$ cat src/rtl/prbs_chk_pkg.sv
package prbs_chk_pkg;
   localparam int unsigned HIST_W = 31;
   localparam int unsigned TAP_W  = 5;

   typedef enum logic [2:0] {
      SEQ_O7  = 3'd0,
      SEQ_O9  = 3'd1,
      SEQ_O11 = 3'd2,
      SEQ_O23 = 3'd3,
      SEQ_O31 = 3'd4
   } seq_sel_e;

   // history index of s[k-N]; h[0] holds the most recent bit
   function automatic logic [TAP_W-1:0] tap_far(input logic [2:0] sel);
      case (sel)
         SEQ_O7:  tap_far = 5'd6;
         SEQ_O9:  tap_far = 5'd8;
         SEQ_O11: tap_far = 5'd10;
         SEQ_O23: tap_far = 5'd22;
         default: tap_far = 5'd30;
      endcase
   endfunction

   // history index of s[k-M]
   function automatic logic [TAP_W-1:0] tap_near(input logic [2:0] sel);
      case (sel)
         SEQ_O7:  tap_near = 5'd5;
         SEQ_O9:  tap_near = 5'd4;
         SEQ_O11: tap_near = 5'd8;
         SEQ_O23: tap_near = 5'd17;
         default: tap_near = 5'd27;
      endcase
   endfunction
endpackage

$ cat src/rtl/prbs_chk_predict.sv
module prbs_chk_predict
   import prbs_chk_pkg::*;
#(
   parameter int unsigned DATA_W = 16
) (
   input  logic [2:0]        sel_i,
   input  logic [HIST_W-1:0] hist_i,
   input  logic [DATA_W-1:0] rx_i,
   input  logic              use_rx_i,
   output logic [DATA_W-1:0] exp_o,
   output logic [HIST_W-1:0] hist_o
);
   logic [TAP_W-1:0]  far_idx, near_idx;
   logic [HIST_W-1:0] stage [0:DATA_W];

   assign far_idx  = tap_far(sel_i);
   assign near_idx = tap_near(sel_i);
   assign stage[0] = hist_i;

   for (genvar b = 0; b < DATA_W; b++) begin : g_bit
      logic fb;
      assign exp_o[b]   = stage[b][far_idx] ^ stage[b][near_idx];
      assign fb         = use_rx_i ? rx_i[b] : exp_o[b];
      assign stage[b+1] = {stage[b][HIST_W-2:0], fb};
   end

   assign hist_o = stage[DATA_W];
endmodule

$ cat config.mk
export PLATFORM = sky130hd
export DESIGN_NAME = prbs_chk_predict
export DESIGN_NICKNAME = d
export VERILOG_FILES = /design/src/rtl/prbs_chk_pkg.sv /design/src/rtl/prbs_chk_predict.sv
export SDC_FILE = /design/constraint.sdc
export NUM_CORES = 1
export LEC_CHECK = 0
export BUFFER_PORTS_ARGS = -buffer_cell sky130_fd_sc_hd__buf_4
export CAP_MARGIN = 10
export CORE_AREA = 4 4 80 82
export DETAILED_ROUTE_END_ITERATION = 8
export DIE_AREA = 0 0 84 86
export PLACE_DENSITY = 0.84
export SLEW_MARGIN = 10
export SYNTH_ARGS = -nofsm -noshare
export SYNTH_HDL_FRONTEND = slang
export SYNTH_SLANG_ARGS = --single-unit
$ cat constraint.sdc
create_clock -name vclk -period 4.1
set_clock_uncertainty 0.15 [all_clocks]
set_input_delay 0.615 -clock vclk [all_inputs]
set_output_delay 0.615 -clock vclk [all_outputs]
set_load 0.03 [all_outputs]
# After elaboration in Yosys (flattened, before gate mapping)
# Index checks and enable logic that the tools add are counted.
word_totals:
  regBits: 0
  inputBits: 51
  elab_cells: 104
op_classes:
  magnitude_cmp: 2
  eq_ne: 3
  n_mux: 82
  bitwise_logic: 16
  reduce_logical: 1
op_table:
  columns: ["op", "count"]
  rows:
  - ["1-bit binary-select mux with 5-bit select", 32]
  - ["1-bit 2-to-1 mux", 48]
  - ["5-bit one-hot mux with 4 select lines", 2]
  - ["1-bit bitwise XOR", 16]
  - ["5-bit by 6-bit < comparator with 1-bit output, second input constant", 2]
  - ["3-bit by 2-bit == test with 1-bit output, second input constant", 2]
  - ["3-bit by 1-bit == test with 1-bit output, second input constant", 1]
  - ["3-bit zero test", 1]

# Logic depth before layout (Yosys ltp)
# Gate-level depths: netlist (run 1).
depth:
  word_depth: 66
  ltp_mapped: 14
  depth_no_buf: 11

# Worst setup path after synthesis (run 1)
# No wires, ideal clock.
synth_path:
  path_type: "input -> output"
  from: "input port sel_i[1]"
  to: "output port hist_o[3]"
  t_arrival_ps: 3712
  required_ps: 3335
  slack_ps: -377
  stages: 11
  path_cell_list: "mux4_2 mux2i_2 a21oi_1 o32a_1 o211a_1 xnor2_1 a2111oi_0 o21ai_1 xnor2_1 mux2_2 buf_4"
synth_via:
  elab_chain_cells: 54
synth_lines:
  columns: ["element", "line", "source"]
  rows:
  - ["from (decl)", "prbs_chk_predict.sv:6", "input logic [2:0] sel_i,"]
  - ["3-bit by 2-bit == test with 1-bit output (tied with other cells)", "prbs_chk_pkg.sv:15, prbs_chk_pkg.sv:26", null]
  - ["5-bit one-hot mux with 4 select lines (on tied branches)", "prbs_chk_pkg.sv:15, prbs_chk_pkg.sv:26", null]
  - ["1-bit binary-select mux with 5-bit select", "prbs_chk_predict.sv:22", "assign exp_o[b] = stage[b][far_idx] ^ stage[b][near_idx];"]
  - ["1-bit 2-to-1 mux (implied by the code)", "prbs_chk_predict.sv:22", null]
  - ["1-bit bitwise XOR", "prbs_chk_predict.sv:22", null]
  - ["1-bit 2-to-1 mux", "prbs_chk_predict.sv:23", "assign fb = use_rx_i ? rx_i[b] : exp_o[b];"]
  - ["1-bit binary-select mux with 5-bit select", "prbs_chk_predict.sv:22", null]
  - ["1-bit 2-to-1 mux (implied by the code)", "prbs_chk_predict.sv:22", null]
  - ["(+39 left out)", null, null]
  - ["1-bit 2-to-1 mux (implied by the code)", "prbs_chk_predict.sv:22", null]
  - ["1-bit bitwise XOR", "prbs_chk_predict.sv:22", null]
  - ["1-bit 2-to-1 mux", "prbs_chk_predict.sv:23", null]
  - ["1-bit binary-select mux with 5-bit select", "prbs_chk_predict.sv:22", null]
  - ["1-bit 2-to-1 mux (implied by the code)", "prbs_chk_predict.sv:22", null]
  - ["1-bit bitwise XOR (*)", "prbs_chk_predict.sv:22", null]
  - ["net exp_o[12]", "prbs_chk_predict.sv:10", "output logic [DATA_W-1:0] exp_o,"]
  - ["1-bit 2-to-1 mux (*)", "prbs_chk_predict.sv:23", null]
  - ["to (decl)", "prbs_chk_predict.sv:11", "output logic [HIST_W-1:0] hist_o"]
# Mark *: on every way through the listed nets, which the timed path passes. The rest lies on a longest branch. The select of a mux whose other input is x is not followed.

# Worst setup path in the final report (run 1)
layout_path:
  from: "input port sel_i[2]"
  to: "output port hist_o[1]"
layout_via:
  elab_chain_cells: 62
layout_lines:
  columns: ["element", "line"]
  rows:
  - ["3-bit by 2-bit == test with 1-bit output (tied with other cells)", "prbs_chk_pkg.sv:15, prbs_chk_pkg.sv:26"]
  - ["5-bit one-hot mux with 4 select lines (on tied branches)", "prbs_chk_pkg.sv:15, prbs_chk_pkg.sv:26"]
  - ["1-bit binary-select mux with 5-bit select", "prbs_chk_predict.sv:22"]
  - ["1-bit 2-to-1 mux (implied by the code)", "prbs_chk_predict.sv:22"]
  - ["1-bit bitwise XOR", "prbs_chk_predict.sv:22"]
  - ["1-bit 2-to-1 mux", "prbs_chk_predict.sv:23"]
  - ["1-bit binary-select mux with 5-bit select", "prbs_chk_predict.sv:22"]
  - ["1-bit 2-to-1 mux (implied by the code)", "prbs_chk_predict.sv:22"]
  - ["(+46 left out)", null]
  - ["1-bit binary-select mux with 5-bit select", "prbs_chk_predict.sv:22"]
  - ["1-bit 2-to-1 mux (implied by the code)", "prbs_chk_predict.sv:22"]
  - ["1-bit bitwise XOR", "prbs_chk_predict.sv:22"]
  - ["1-bit 2-to-1 mux", "prbs_chk_predict.sv:23"]
  - ["1-bit binary-select mux with 5-bit select", "prbs_chk_predict.sv:22"]
  - ["1-bit 2-to-1 mux (implied by the code)", "prbs_chk_predict.sv:22"]
  - ["1-bit bitwise XOR (*)", "prbs_chk_predict.sv:22"]
  - ["1-bit 2-to-1 mux (*)", "prbs_chk_predict.sv:23"]
# Every way passes the cells marked *; elsewhere a longest branch is shown, timed or not. The select of a mux whose other input is x is not followed.

==> results of run 1 <==
==> layer usage <==
metal  global-route usage  wire [um]
met3              0.05764       1483
met1               0.4427       5484
met4               0.1550       1111
met2               0.6095       6880
met5                    0          0
==> repair_timing <==
item	CTS	global route
endpoints found under the setup margin	10	10
pin swaps	30	49
setup buffers	8	16
cloned	2	0
gates resized for setup	76	78
==> power groups by stage <==
stage / combinational (mW) / clock [mW] / sequential, mW
floorplan: 0.452 / 0 / 0
global placement: 0.720 / 0 / 0
detailed placement: 0.726 / 0 / 0
CTS: 0.814 / 0 / 0
global route: 0.982 / 0 / 0
finish: 0.945 / 0 / 0
==> final cells by class <==
cell class                 count  area (sq um)  area share
multi-input combinational    314          2960      0.6019
timing repair buffer         215          1804      0.3668
tap                           75         93.84     0.01908
inverter                      16         60.06     0.01221
==> kinds of logic (layout without fill, tap and decap cells) <==
| family | Yosys count | count (layout) |
|---|---|---|
| simple gates | 146 | 146 |
| compound gates | 126 | 126 |
| buf+inv | 72 | 231 |
| xor+xnor | 21 | 21 |
| mux | 21 | 21 |
==> path summary, 6_finish.rpt <==
kind / from / endpoint / slack, ps / cells after the start
setup / recovery: sel_i[2] / hist_o[1] / -260 / 13
hold / removal: hist_i[11] / hist_o[27] / 1320 / 2
==> cell usage in the layout, fill, tap and decap left out, types with 6 or more instances in the layout <==
cell type                  synthesis  final
sky130_fd_sc_hd__nand2b_1         12      8
sky130_fd_sc_hd__buf_4            34    188
sky130_fd_sc_hd__nand3_1          14     12
sky130_fd_sc_hd__o21a_1            7      6
sky130_fd_sc_hd__xor2_1            9      7
sky130_fd_sc_hd__o21ai_0          19     14
sky130_fd_sc_hd__mux2i_1          10      7
sky130_fd_sc_hd__inv_1            12     12
sky130_fd_sc_hd__nand2_1          45     44
sky130_fd_sc_hd__xnor2_1          12      8
sky130_fd_sc_hd__buf_6             1     18
sky130_fd_sc_hd__a21oi_1          13     10
sky130_fd_sc_hd__nor2_1           28     24
==> metrics by stage <==
stage,util,power (mW),setup WS [ps],instances
floorplan,-,0.4523,-26.26,386
global placement,0.6814,0.7199,-329.4,598
detailed placement,0.6814,0.7264,-400.5,598
CTS,0.7644,0.8138,-196.2,607
global route,0.8561,0.9824,-340.8,620
finish,0.8561,0.9446,-264.0,620
==> key figures, run 1 <==
STA
  • Final Setup Violations: 8
  • Hold_ws: 1319 ps
  • Hold Fails Final Rpt: 0
  • Worst setup margin: -264.0 ps
  • Highest clock frequency the design can meet: 229.1 MHz
  • Share of the cycle needed by the critical path after routing: 1.064
  • Transition time of the tightest slew-check pin: 700.9 ps
  • RSZ-0062 raised after global routing: yes
  • Minimum clock period after layout: 4364 ps
  • Remaining max-slew budget at the tightest pin: 0.5327
  • Final sum of negative setup slack: -1208 ps
  • Max-slew violation count: 0

Pwr
  • Leakage Power: 2.134 nW
  • Power Dens Cells: 192.0 nW/um^2
  • Switching part of the total power: 0.5450
  • Gate power share: 1.000
  • Peak supply drop: 154.5 uV
  • Share of power burned in the clock network: 0
  • Psw: 0.5148 mW
  • Cell-internal power: 0.4297 mW
  • Reg power frac: 0

Layout
  • Layout area overhead: 86.04%
  • Fillers: 336
  • Layout cell share with drive strength beyond 1: 0.6092
  • Clk_buf instances: 0
  • Sequential cell count: 0
  • Final nets: 598
  • Ant. Diodes: 0
  • Area of all sequential standard cells: 0 sq um
  • Cell area after layout: 4918 sq um

Yosys
  • Number of warnings issued by yosys: 0
  • Synth cell count leaders: 45 x sky130_fd_sc_hd__nand2_1, 34 x sky130_fd_sc_hd__buf_4, 28 x sky130_fd_sc_hd__nor2_1
  • Post-synthesis xor/xnor area fraction: 0.06957
  • Sequential share of the synthesized area: 0
  • Share of synthesized cell area in and, or, nand and nor gates: 0.2788
  • Count of cell types in the netlist: 83
  • Average size of a mapped cell: 6.849 sq um
  • Most area-hungry cell type in the Yosys netlist: sky130_fd_sc_hd__buf_4
  • Cell with the most instances after synthesis: sky130_fd_sc_hd__nand2_1
  • Yosys top cell area share: 0.09655
  • Share of the synthesized area in compound gates (AO/OA/AOI/OAI): 0.3800
  • Mux share of post-synthesis cell area: 0.1155
  • Synth Net Count: between 400 and 500
  • Number of standard cells after synthesis: 386
  • Largest cells by area after synthesis: sky130_fd_sc_hd__buf_4 9.7%, sky130_fd_sc_hd__nand2_1 6.4%, sky130_fd_sc_hd__mux4_2 4.3%
  • Synth Cell Area: 2644 sq um
  • Dominant combinational cell family by area after synthesis: compound AO/OA/AOI/OAI gates
  • Post-Synth Adder-Cell Area: 0

Critical path
  • Most frequent CP cell: sky130_fd_sc_hd__buf_4
  • Delay-heaviest family, CP: compound AO/OA/AOI/OAI gates
  • Crit Path Class: input port to output pin
  • List of cells traversed by the critical path: buf_4 > nand2b_1 > o31a_1 > nand3b_1 > a211oi_4 > o32ai_2 > a221o_1 > nor2_2 > a21oi_4 > buf_6 > o2bb2ai_4 > a311oi_2 > buf_4
  • Critical Path Slowest Stage Cell: sky130_fd_sc_hd__a221o_1
  • Data arrival time of the worst path: 3600 ps
  • Buf+Inv Stages, Crit Path: 3
  • Critical path's largest stage delay: 430 ps
  • Worst path required time: 3340 ps
  • Launching element type of the critical path: input port
  • Endpoint type of the worst setup path: output pin
  • Maximum net fanout on the critical path: 12

Placed design
  • Total of buffers placed on input and output ports: 98
  • Final HPWL from detailed placement: 10.01 mm
  • Final estimated routing congestion in global placement: 1.017
  • Post-DP Area: 3915 sq um

Floorplanning
  • Boundary pin count: between 90 and 100
  • Die width: 84 um
  • Effective utilization at floorplan: 0.4601
  • Number of rows created at floorplan: 28
  • Total Die Area: 7224 sq um
  • Core outline area: about 5700 sq um
  • Chip Height: around 86 um

Global route
  • Global-route wire length before repair: 20.76 mm
  • Initial antenna violation count: 0
  • Total congestion overflow after global routing: 0
  • Via count of the first global-routing pass: 3873
  • Largest net degree at the start of global routing: 36
  • Total global routing track utilization: 0.3566

Route
  • First-pass iteration count of the detailed router: 6
  • Total routed wirelength: 14.96 mm
  • Mean routed wirelength per cell: 24.13 um
  • Per-cell via count in the routed design: approximately 6.7
  • Post-route DRC: 0
  • Count of vias placed by the detailed router: 4143
  • ANT nets after route: 0
  • Number of DRC markers after the initial detailed-route iteration: 555

Min path
  • Worst hold-check path type: input port to output pin

Clocking
  • CTS Hold Bufs: 0

Job
  • MaxCap Viol Count: 0

Status
  • Failing checks: negative setup slack
  • Status: finished, violations left
Power figures use the tool's default switching activity.
==> run 2: changes to the inputs <==
--- a/config.mk
+++ b/config.mk
@@ -10,7 +10,7 @@
 export CORE_AREA = 4 4 80 82
 export DETAILED_ROUTE_END_ITERATION = 8
 export DIE_AREA = 0 0 84 86
-export PLACE_DENSITY = 0.84
+export PLACE_DENSITY_LB_ADDON = 0.3
 export SLEW_MARGIN = 10
 export SYNTH_ARGS = -nofsm -noshare
 export SYNTH_HDL_FRONTEND = slang
==> key figures, run 2 (synthesis gave the netlist of run 1 again) <==
Global route
  • Largest net degree at the start of global routing: 30 (-17%)
  • Via count of the first global-routing pass: 3756 (-3.0%)
  • Global-route wire length before repair: 19.24 mm (-7.3%)
  • Total congestion overflow after global routing: 0 (unchanged)
  • Initial antenna violation count: 0 (unchanged)
  • Fraction of met3 tracks used by global routing: 0.04323 (-0.01441)
  • Met2 layer usage reported by global route: 0.5662 (-0.04338)
  • Layer carrying the most global-route usage: met2
  • Met1 capacity usage during global routing: 0.4198 (-0.02284)
  • Total global routing track utilization: 0.3274 (-0.02916)

Placed design
  • Total of buffers placed on input and output ports: 98 (unchanged)
  • Final estimated routing congestion in global placement: 0.9966 (-2.0%)
  • Final HPWL from detailed placement: 9.725 mm (-2.9%)
  • Number of cells in the design after placement: 600 (+0.33%)

Floorplanning
  • Number of rows created at floorplan: 28 (unchanged)
  • Effective utilization at floorplan: 0.4601 (unchanged)
  • Boundary pin count: 98 (unchanged)
  • Die width: 84 um (unchanged)
  • Chip Height: 86 um (unchanged)
  • Total Die Area: 7224 sq um (unchanged)
  • Core outline area: 5746 sq um (unchanged)

STA
  • Max-slew violation count: 0 (unchanged)
  • Minimum clock period after layout: 4284 ps (-80.36 ps)
  • Worst setup margin: -183.6 ps (+80.36 ps)
  • Final Setup Violations: 7 (-1)
  • Highest clock frequency the design can meet: 233.4 MHz (+1.9%)
  • RSZ-0062 raised after global routing: yes
  • Transition time of the tightest slew-check pin: 429.4 ps (-271.5 ps)
  • Share of the cycle needed by the critical path after routing: 1.045 (-0.01960)
  • Remaining max-slew budget at the tightest pin: 0.7130 (+0.1803)
  • Hold_ws: 1318 ps (-1.180 ps)
  • Hold Fails Final Rpt: 0 (unchanged)

Route
  • Post-route DRC: 0 (unchanged)
  • Count of vias placed by the detailed router: 3874 (-6.5%)
  • First-pass iteration count of the detailed router: 4 (-2)
  • ANT nets after route: 0 (unchanged)
  • Number of DRC markers after the initial detailed-route iteration: 249 (-55%)
  • Per-cell via count in the routed design: 6.340 (-5.1%)
  • Total routed wirelength: 12.53 mm (-16%)
  • Mean routed wirelength per cell: 20.51 um (-15%)

Critical path
  • Endpoint type of the worst setup path: output pin
  • Launching element type of the critical path: input port
  • Data arrival time of the worst path: 3520 ps (-80 ps)
  • Worst path required time: 3340 ps (about the same)
  • Crit Path Class: input port to output pin
  • Maximum net fanout on the critical path: 5 (-7)

Layout
  • Most frequent standard cell in the layout excluding fill and tap cells: sky130_fd_sc_hd__buf_4
  • Clk_buf instances: 0 (unchanged)
  • Final nets: 589 (-1.5%)
  • Area of all sequential standard cells: 0 sq um (unchanged)
  • Most used cells in the layout excluding fill and tap cells: 185 x sky130_fd_sc_hd__buf_4, 45 x sky130_fd_sc_hd__nand2_1, 25 x sky130_fd_sc_hd__nor2_1
  • Layout cell share with drive strength beyond 1: 0.5616 (-0.04761)
  • Number of standard cells in the layout, taps in and fillers out: 611 (-1.5%)
  • Ant. Diodes: 0 (unchanged)
  • Layout area overhead: 71.60%
  • Sequential cell count: 0 (unchanged)

Pwr
  • Share of power burned in the clock network: 0 (unchanged)
  • Leakage Power: 1.992 nW (-6.7%)
  • Overall power after layout: 0.8610 mW (-8.8%)
  • Cell-internal power: 0.3967 mW (-7.7%)
  • Reg power frac: 0 (unchanged)
  • Gate power share: 1.000 (about the same)
  • Power Dens Cells: 189.8 nW/um^2 (-1.2%)
  • Switching part of the total power: 0.5393 (-0.005752)
  • Psw: 0.4643 mW (-9.8%)
  • Peak supply drop: 142.4 uV (-7.8%)

Min path
  • Worst hold-check path type: input port to output pin

Status
  • Failing checks: negative setup slack
  • Status: finished, violations left

Clocking
  • CTS Hold Bufs: 0 (unchanged)

Job
  • MaxCap Viol Count: 0 (unchanged)
-- run 2: critical path: stages --
cell,delay [ps]
sky130_fd_sc_hd__buf_8,90
sky130_fd_sc_hd__mux4_2,510
sky130_fd_sc_hd__mux2i_4,200
sky130_fd_sc_hd__a21oi_2,60
sky130_fd_sc_hd__o32a_1,380
sky130_fd_sc_hd__buf_4,170
sky130_fd_sc_hd__o211a_4,250
sky130_fd_sc_hd__xnor2_2,160
sky130_fd_sc_hd__a2111oi_2,330
sky130_fd_sc_hd__o21ai_1,160
sky130_fd_sc_hd__xnor2_2,170
sky130_fd_sc_hd__mux2_4,280
sky130_fd_sc_hd__buf_6,140
-- run 2: timing repair --
action / CTS / global route
gates cloned: 0 / 1
setup buffers: 7 / 4
pin swaps: 27 / 27
endpoints found under the setup margin: 10 / 11
gates resized for setup: 47 / 49
-- run 2: final cells by class --
class,instances,area [sq um]
Multi-Input combinational cell,314,2685
Timing Repair Buffer,206,1695
Fill cell,438,1209
Inverter,16,62.56
Tap cell,75,93.84
-- run 2: power by group through the flow --
stage | combinational [mW] | clock, mW | sequential [mW]
2_1_floorplan | 0.452 | 0 | 0
3_3_place_gp | 0.726 | 0 | 0
3_5_place_dp | 0.738 | 0 | 0
4_1_cts | 0.797 | 0 | 0
5_1_grt | 0.907 | 0 | 0
6_report | 0.861 | 0 | 0
-- run 2: routing by layer --
layer,wire length (um),vias up
li1,-,1730
met1,4817,1863
met2,5945,244
met3,1311,37
met4,457,0
met5,0,-
-- run 2: stage by stage --
| step | utilization | setup TNS [ps] | cell area (sq um) | worst slack, ps |
|---|---|---|---|---|
| 2_1_floorplan | - | -67.16 | 2705 | -26.26 |
| 3_3_place_gp | 0.6884 | -1317 | 3955 | -214.3 |
| 3_5_place_dp | 0.6884 | -2060 | 3955 | -338.6 |
| 4_1_cts | 0.7380 | -1050 | 4240 | -188.6 |
| 5_1_grt | 0.7896 | -1726 | 4537 | -266.8 |
| 6_report | 0.7896 | -917.0 | 4537 | -183.6 |
-- run 2: final timing paths --
path,start,slack (ps),cells past startpoint,to
hold / removal,hist_i[14],1320,2,hist_o[30]
setup / recovery,sel_i[1],-180,13,hist_o[3]
==> run 3: changes to the inputs <==
--- a/config.mk
+++ b/config.mk
@@ -7,10 +7,11 @@
 export LEC_CHECK = 0
 export BUFFER_PORTS_ARGS = -buffer_cell sky130_fd_sc_hd__buf_4
 export CAP_MARGIN = 10
-export CORE_AREA = 4 4 80 82
+export CORE_AREA = 2 2 73 75
 export DETAILED_ROUTE_END_ITERATION = 8
-export DIE_AREA = 0 0 84 86
+export DIE_AREA = 0 0 75 77
 export PLACE_DENSITY_LB_ADDON = 0.3
+export RECOVER_POWER = 100
 export SLEW_MARGIN = 10
 export SYNTH_ARGS = -nofsm -noshare
 export SYNTH_HDL_FRONTEND = slang
==> constraint.sdc (replaced) <==
create_clock -name vclk -period 5.2
set_clock_uncertainty 0.15 [all_clocks]
set_input_delay 0.78 -clock vclk [all_inputs]
set_output_delay 0.78 -clock vclk [all_outputs]
set_load 0.03 [all_outputs]
==> key figures, run 3 (synthesis gave the netlist of run 1 again) <==
STA
  • Final Setup Violations: 0 (-7)
  • Hold Fails Final Rpt: 0 (unchanged)
  • RSZ-0062 raised after global routing: no
  • Highest clock frequency the design can meet: approximately 200 MHz
  • Final sum of negative setup slack: 0 ps (+917.0 ps)
  • Max-slew violation count: 0 (unchanged)
  • Remaining max-slew budget at the tightest pin: 0.5398 (-0.1732)
  • Share of the cycle needed by the critical path after routing: 0.9579
  • Minimum clock period after layout: 4981 ps
  • Transition time of the tightest slew-check pin: 679.6 ps (+250.2 ps)

Critical path
  • Endpoint type of the worst setup path: output pin
  • Most frequent CP cell: sky130_fd_sc_hd__buf_4
  • Data arrival time of the worst path: 4050 ps (+530 ps)
  • Crit Path Class: input port to output pin
  • List of cells traversed by the critical path: buf_4 > nor2_4 > a32o_1 > a211oi_1 > buf_4 > o311ai_1 > o2111a_1 > nand3b_1 > mux2i_1 > o21a_1 > o211a_1 > nor3_1 > clkbuf_2
  • Launching element type of the critical path: input port
  • Maximum net fanout on the critical path: 25 (+20)
  • Critical path's largest stage delay: 610 ps (+100 ps)
  • Worst path required time: 4270 ps (+930 ps)
  • Critical Path Slowest Stage Cell: sky130_fd_sc_hd__o311ai_1

Global route
  • Via count of the first global-routing pass: 3121 (-17%)
  • Initial antenna violation count: 0 (unchanged)
  • Global-route wire length before repair: 16.28 mm (-15%)
  • Total global routing track utilization: 0.3597 (+0.03234)
  • Largest net degree at the start of global routing: 48 (+60%)
  • Total congestion overflow after global routing: 0 (unchanged)

Placed design
  • Final HPWL from detailed placement: 8.315 mm (-14%)
  • Post-DP Area: 3262 sq um (-18%)
  • Total of buffers placed on input and output ports: 98 (unchanged)
  • Final estimated routing congestion in global placement: 1.025 (+2.9%)

Clocking
  • Post-cts gate resize count: 0 (-100%)
  • CTS Hold Bufs: 0 (unchanged)
  • Number of setup buffers added after CTS: 0 (-7)

Layout
  • Sequential cell count: 0 (unchanged)
  • Ant. Diodes: 0 (unchanged)
  • Cell area after layout: 3142 sq um (-31%)
  • Area of all sequential standard cells: 0 sq um (unchanged)
  • Fillers: 521 (+19%)
  • Clk_buf instances: 0 (unchanged)
  • Most used cells in the layout excluding fill and tap cells: 83 x sky130_fd_sc_hd__buf_4, 45 x sky130_fd_sc_hd__nand2_1, 28 x sky130_fd_sc_hd__nor2_1
  • Most frequent standard cell in the layout excluding fill and tap cells: sky130_fd_sc_hd__buf_4
  • Layout cell share with drive strength beyond 1: 0.2713 (-0.2903)
  • Post-Route Utilization: 0.6312 (-0.1584)
  • Layout area overhead: 18.84%
  • Final nets: 499 (-15%)

Min path
  • Min-Delay Path Depth: 2 (unchanged)
  • Worst hold-check path type: input port to output pin

Route
  • Count of vias placed by the detailed router: 3443 (-11%)
  • Post-route DRC: 0 (unchanged)
  • ANT nets after route: 0 (unchanged)
  • Number of DRC markers after the initial detailed-route iteration: 397 (+59%)
  • Mean routed wirelength per cell: 20.22 um (-1.4%)
  • First-pass iteration count of the detailed router: 5 (+1)
  • Total routed wirelength: 10.43 mm (-17%)
  • Per-cell via count in the routed design: 6.672 (+5.2%)

Pwr
  • Peak supply drop: 103.3 uV (-27%)
  • Power Dens Cells: 153.1 nW/um^2 (-19%)
  • Leakage Power: 1.310 nW (-34%)

Floorplanning
  • Core outline area: 4977 sq um (-13%)
  • Boundary pin count: 98 (unchanged)
  • Total Die Area: 5775 sq um (-20%)
  • Die width: 75 um (-11%)
  • Number of rows created at floorplan: 26 (-7.1%)
  • Effective utilization at floorplan: 0.5312 (+0.07102)
  • Chip Height: 77 um (-10%)

Status
  • Status: completed

Job
  • MaxCap Viol Count: 0 (unchanged)
==> run 3: metal layers <==
layer / global-route usage / part of all wire / up-vias
li1: - / - / 1550
met1: 0.4988 / 0.40 / 1618
met2: 0.5632 / 0.45 / 241
met3: 0.04074 / 0.10 / 34
met4: 0.1286 / 0.041 / 0
met5: 0 / 0 / -
==> run 3: worst max-delay path: cells and delay by family <==
kind / cells / cell delay (ps)
and+or+nand+nor: 3 / 750
muxes: 1 / 80
AOI/OAI and AO/OA: 6 / 1830
buffers and inverters: 3 / 600
==> run 3: final timing paths <==
check             startpoint    endpoint  slack (ps)
setup / recovery    sel_i[2]   hist_o[0]         220
hold / removal    hist_i[14]  hist_o[30]        1730
==> run 3: cell type report <==
cell class	count	area [sq um]	area share
tap	70	87.58	0.02788
multi-input combinational	314	2218	0.7061
timing repair buffer	116	775.7	0.2469
inverter	16	60.06	0.01912
==> run 3: power by group <==
group          switching, mW  internal (mW)  total [mW]
Clock                      0              0           0
Sequential                 0              0           0
Combinational          0.305          0.175       0.481
==> run 3: through the flow <==
step	power, mW	hold slack, ps	worst slack (ps)	cells
after global placement	0.4924	1653	421.9	516
after floorplan	0.3446	1542	393.1	386
after detailed placement	0.4943	1652	358.6	516
after CTS	0.4959	1652	362.4	516
final	0.4809	1732	218.8	516
after global routing	0.5095	1740	75.95	516
